[src/rtl/pcs_pkg.sv]
package pcs_pkg;

  typedef enum logic {
    GATE_PARK = 1'b0,
    GATE_RUN  = 1'b1
  } gate_state_e;

  // Width needed to hold values 0..n (at least one bit).
  function automatic int cnt_bits(input int n);
    return (n < 2) ? 1 : $clog2(n + 1);
  endfunction

endpackage

[src/rtl/pcs_sync.sv]
module pcs_sync #(
  parameter int STAGES = 2,
  parameter bit RST_VAL = 1'b1
) (
  input  logic clk,
  input  logic rst_n,
  input  logic d_async,
  output logic q_sync
);
  logic [STAGES-1:0] chain;

  always_ff @(posedge clk or negedge rst_n) begin
    if (!rst_n) chain <= {STAGES{RST_VAL}};
    else        chain <= {chain[STAGES-2:0], d_async};
  end

  assign q_sync = chain[STAGES-1];
endmodule

[src/rtl/pcs_phase_gen.sv]
module pcs_phase_gen #(
  parameter int HALF_CYC = 2
) (
  input  logic clk,
  input  logic rst_n,
  output logic phase,
  output logic rise_evt,
  output logic fall_evt
);
  localparam int CW = (HALF_CYC > 1) ? $clog2(HALF_CYC) : 1;
  localparam logic [CW-1:0] LAST = CW'(HALF_CYC - 1);

  logic [CW-1:0] cnt;
  logic          at_last;

  assign at_last  = (cnt == LAST);
  assign rise_evt = at_last && !phase;
  assign fall_evt = at_last && phase;

  always_ff @(posedge clk or negedge rst_n) begin
    if (!rst_n) begin
      cnt   <= '0;
      phase <= 1'b0;
    end else if (at_last) begin
      cnt   <= '0;
      phase <= !phase;
    end else begin
      cnt <= cnt + 1'b1;
    end
  end
endmodule

[src/rtl/pcs_gate_ctrl.sv]
module pcs_gate_ctrl
  import pcs_pkg::*;
#(
  parameter int MIN_RUN = 10
) (
  input  logic clk,
  input  logic rst_n,
  input  logic rise_evt,
  input  logic fall_evt,
  input  logic stop_req,
  output logic run_gate,
  output logic run_ok
);
  localparam int RW = cnt_bits(MIN_RUN);
  localparam logic [RW-1:0] RUN_MAX = RW'(MIN_RUN);

  gate_state_e   state;
  logic [RW-1:0] run_cnt;

  function automatic logic [RW-1:0] sat_inc(input logic [RW-1:0] v);
    return (v >= RUN_MAX) ? RUN_MAX : v + 1'b1;
  endfunction

  function automatic logic min_run_met(input logic [RW-1:0] v);
    return v >= RUN_MAX;
  endfunction

  assign run_gate = (state == GATE_RUN);
  assign run_ok   = min_run_met(run_cnt);

  always_ff @(posedge clk or negedge rst_n) begin
    if (!rst_n) begin
      state   <= GATE_RUN;
      run_cnt <= '0;
    end else if (fall_evt) begin
      if (run_gate && stop_req && run_ok) begin
        state <= GATE_PARK;
      end else if (!run_gate && !stop_req) begin
        state   <= GATE_RUN;
        run_cnt <= '0;
      end
    end else if (rise_evt && run_gate) begin
      run_cnt <= sat_inc(run_cnt);
    end
  end
endmodule

[src/rtl/pci_stop_gate.sv]
module pci_stop_gate #(
  parameter int N_OUT       = 6,
  parameter int HALF_CYC    = 2,
  parameter int SYNC_STAGES = 2,
  parameter int MIN_RUN     = 10
) (
  input  logic             clk,
  input  logic             rst_n,
  input  logic             mode_strap,
  input  logic             share_pin_in,
  input  logic             sdram_clk_in,
  input  logic [N_OUT-1:0] out_en,
  input  logic             free_en,
  output logic [N_OUT-1:0] pci_out,
  output logic             pci_free,
  output logic             share_pin_out,
  output logic             share_pin_oe
);
  // Named internal events, observed by the bound checker.
  logic             src_phase;
  logic             rise_evt;
  logic             fall_evt;
  logic             pin_sync_n;
  logic             stop_sync;
  logic             stop_eff;
  logic             run_gate;
  logic             run_ok;
  logic             mode_q;
  logic [N_OUT-1:0] mask_q;
  logic             free_mask_q;

  // Strap capture: sampled on every clock while reset is held.
  always_ff @(posedge clk) begin
    if (!rst_n) mode_q <= mode_strap;
  end

  pcs_sync #(.STAGES(SYNC_STAGES), .RST_VAL(1'b1)) u_sync (
    .clk     (clk),
    .rst_n   (rst_n),
    .d_async (share_pin_in),
    .q_sync  (pin_sync_n)
  );

  assign stop_sync = !pin_sync_n;
  assign stop_eff  = stop_sync && !mode_q;

  pcs_phase_gen #(.HALF_CYC(HALF_CYC)) u_phase (
    .clk      (clk),
    .rst_n    (rst_n),
    .phase    (src_phase),
    .rise_evt (rise_evt),
    .fall_evt (fall_evt)
  );

  pcs_gate_ctrl #(.MIN_RUN(MIN_RUN)) u_gate (
    .clk      (clk),
    .rst_n    (rst_n),
    .rise_evt (rise_evt),
    .fall_evt (fall_evt),
    .stop_req (stop_eff),
    .run_gate (run_gate),
    .run_ok   (run_ok)
  );

  // Enables latch only at a falling boundary; outputs are plain flops.
  always_ff @(posedge clk or negedge rst_n) begin
    if (!rst_n) begin
      mask_q      <= '1;
      free_mask_q <= 1'b1;
      pci_out     <= '0;
      pci_free    <= 1'b0;
    end else begin
      if (fall_evt) begin
        mask_q      <= out_en;
        free_mask_q <= free_en;
      end
      pci_out  <= {N_OUT{src_phase && run_gate}} & mask_q;
      pci_free <= src_phase && free_mask_q;
    end
  end

  assign share_pin_oe  = mode_q;
  assign share_pin_out = mode_q && sdram_clk_in;
endmodule

[config.mk]
export PLATFORM = sky130hd
export DESIGN_NAME = pci_stop_gate
export DESIGN_NICKNAME = d
export VERILOG_FILES = /design/src/rtl/pcs_pkg.sv /design/src/rtl/pcs_sync.sv /design/src/rtl/pcs_phase_gen.sv /design/src/rtl/pcs_gate_ctrl.sv /design/src/rtl/pci_stop_gate.sv
export SDC_FILE = /design/constraint.sdc
export NUM_CORES = 1
export LEC_CHECK = 0
export ABC_CLOCK_PERIOD_IN_PS = 1300
export BUFFER_PORTS_ARGS = -buffer_cell sky130_fd_sc_hd__buf_2
export CAP_MARGIN = 20
export CORE_UTILIZATION = 37
export CTS_BUF_LIST = sky130_fd_sc_hd__clkbuf_4
export DETAILED_ROUTE_END_ITERATION = 8
export SYNTH_ARGS = -nofsm -noshare
export SYNTH_HDL_FRONTEND = slang
export SYNTH_SLANG_ARGS = --single-unit
[constraint.sdc]
create_clock -name clk -period 1.3 [get_ports clk]
set_input_delay 0.195 -clock clk [delete_from_list [all_inputs] [get_ports clk]]
set_output_delay 0.195 -clock clk [all_outputs]
set_load 0.05 [all_outputs]
==> flow_summary.yaml <==
outcome:
  outcome: "complete, no violations"
placement:
  portBuffers: 20
  pre_cts_ws_ps: -35.5
  hpwlAfterDp_mm: 1.19
  gp_congestion: 0.713
  placed_cell_area_mm2: 0.00119
worst_setup_path:
  worstPathArrival_ps: 1550
  startpoint: "u_gate.run_cnt[1]"
  critPathCaptureType: "register"
  r2r_start: "u_gate.run_cnt[1]"
  cp_data_required_time_ps: 1560
  crit_fanout: 4
  setup.worst_path.start_class: "register"
  worstRegToRegCells: 4
  crit_type: "reg2reg"
detailed_routing:
  drt-total-wl_mm: 1.76
  vias: 621
  drc_errors: 0
  dr.first_iter.drc_count: 4
  antenna_left: 0
  wl_per_cell_um: 13.3
  vias_per_cell: 4.67
  drt_pre_antenna_iters: 3
sta:
  rsz0062_at_grt: "true"
  finClkSkew_ps: 6.78
  setup_ws_ps: 3.71
  period_share_pct: 99.7
  worstMarginPinSlew_ps: 285
  finalSetupViolCount: 0
  final.setup.tns_ps: 0
  period_needed_ps: 1300
  slew-limit-headroom_pct: 81.0
  drv_slew: 0
  max_freq_mhz: 771
  hold_viol_final: 0
finish:
  design_area_mm2: 0.00133
  antenna_cells: 0
  final_common_cell: "buf_2"
  multi_input_comb_area_um2: 389
  regArea_um2: 621
  fin_nets: 118
  area_growth_pct: 30.0
  final_cell_mix: "19 x buf_2, 11 x dfrtp_1, 10 x dfstp_2, 10 x buf_4"
  final.fill_count: 224
  drive_gt1_share_pct: 68.9
die:
  start_util_pct: 40.1
  dieArea_mm2: 0.00297
  io_pins: 21
  die_x_um: 54.5
  core_mm2: 0.00254
  die_y_um: 54.5
  row_count: 18
synthesis:
  ys_seq_area_share_pct: 60.5
  syn_area_per_cell_um2: 14.8
  syn_nets: 83
  ys.flop_type: "dfrtp_1"
  synth_area_mm2: 0.00102
  async_flop_share_pct: 95.8
  synth_edf_count: 1
  yosysWarnings: 0
  synth_cells: 69
  synth_cell_types: 29
  synth-seq-cells: 24
global_routing:
  antenna_found_initial: 0
  gr-total-overflow: 0
  grtUsageTotal_pct: 13.8
  grt_pass1_vias: 623
  grt_pass1_wl_mm: 2.76
  grt_start_max_net_pins: 24
run:
  max-cap-violations: 0
worst_hold_path:
  whs_path_depth: 1
  hold_start: "mode_strap"
  holdCritPathClass: "in2reg"
clock_tree:
  cts.clk_slew.worst_paths_ps: 120
  cts_tree: "built"
  cts.path.max_buffers: 2
  clock_sinks: 24
  clock-root-buffer: "clkbuf_4"
  clk_latency_ps: 310
  cts_buffers: 3
  htreeDepth: 1
pwr:
  p_per_area_mw_per_mm2: 1570
  power_leakage_nw: 0.673
  finalPower_mw: 2.09
  ir_drop_mv: 0.893
-- sequential cells by signal, indices dropped and copies added (netlist names) --
register / count
u_sync.chain: 2
pci_out: 6
share_pin_oe: 1
u_gate.run_cnt: 4
u_phase.phase: 1
free_mask_q: 1
pci_free: 1
mask_q: 6
u_gate.run_gate: 1
u_phase.at_last: 1
-- worst max-delay path: stages (launching register included) --
cell and delay, ps:
dfrtp_2 460, ha_4 180, o31ai_4 260, nor4b_4 230
a211o_1 120
-- per-stage QoR --
stage	utilization [%]	instances	hold WS, ps
floorplan	-	69	-101
global placement	46.8	123	217
detailed placement	46.8	123	224
CTS	50.6	131	46.2
global route	52.2	133	39.1
finish	52.2	133	55.4
-- power by group --
group          leakage (nW)  switching, mW  internal (mW)
Sequential            0.282          0.114          0.860
Combinational         0.363          0.257          0.327
Clock                0.0279          0.220          0.312
Total                 0.673          0.591           1.50
-- timing repair --
item                                    in CTS  in global routing
pin swaps                                    0                  5
buffers inserted                             2                  2
resized for setup                            2                  8
endpoints found under the hold margin       14                  0
hold buffers                                 2                  0
endpoints found under the setup margin       3                  4
-- cell usage after synthesis (2+ instances only) --
cell type | instances | share of area (%)
buf_6 | 2 | 2.2
inv_1 | 4 | 1.5
ha_1 | 2 | 2.5
nand3_1 | 2 | 0.98
dfstp_2 | 10 | 26
nor2_1 | 2 | 0.74
dfrtp_1 | 13 | 32
and3_2 | 6 | 4.4
o21ai_1 | 2 | 0.98
mux2_4 | 6 | 8.8
and2_1 | 2 | 1.2
-- area by class of cell --
type | count | share of cell area [%]
well taps | 30 | 2.83
multi-input cells | 38 | 29.3
inverters | 4 | 1.13
flip-flops and latches | 24 | 46.7
repair buffers | 33 | 16.0
clock inverters | 1 | 2.26
clock buffers | 3 | 1.70
-- cells by family (layout without fill, tap and decap cells) --
logic type      Yosys count  after routing  synth area share (%)
mux                       8              8                  10.9
fa+ha+maj                 2              2                  2.45
flops                    24             24                  60.5
xor+xnor                  1              1                 0.858
simple gates             18             18                  13.5
buf+inv                   7             41                  4.41
compound gates            9              9                  7.35
-- final timing paths --
kind | end | slack [ps]
max | u_gate.run_cnt[2] | 4
min reg2reg | u_sync.chain[1] | 370
min | share_pin_oe | 60
max reg2reg | u_gate.run_cnt[2] | 4
max in group asynchronous | u_sync.chain[0] | 620
min in group asynchronous | u_phase.phase | 400
-- routing by layer --
| layer | part of all wire (%) | track usage [%] |
|---|---|---|
| met1 | 45 | 16.7 |
| met3 | 3.1 | 2.50 |
| met2 | 51 | 22.4 |
| met4 | 0.96 | 8.97 |
| met5 | 0 | 0 |
Note: power is estimated with default switching activity, not from simulation.
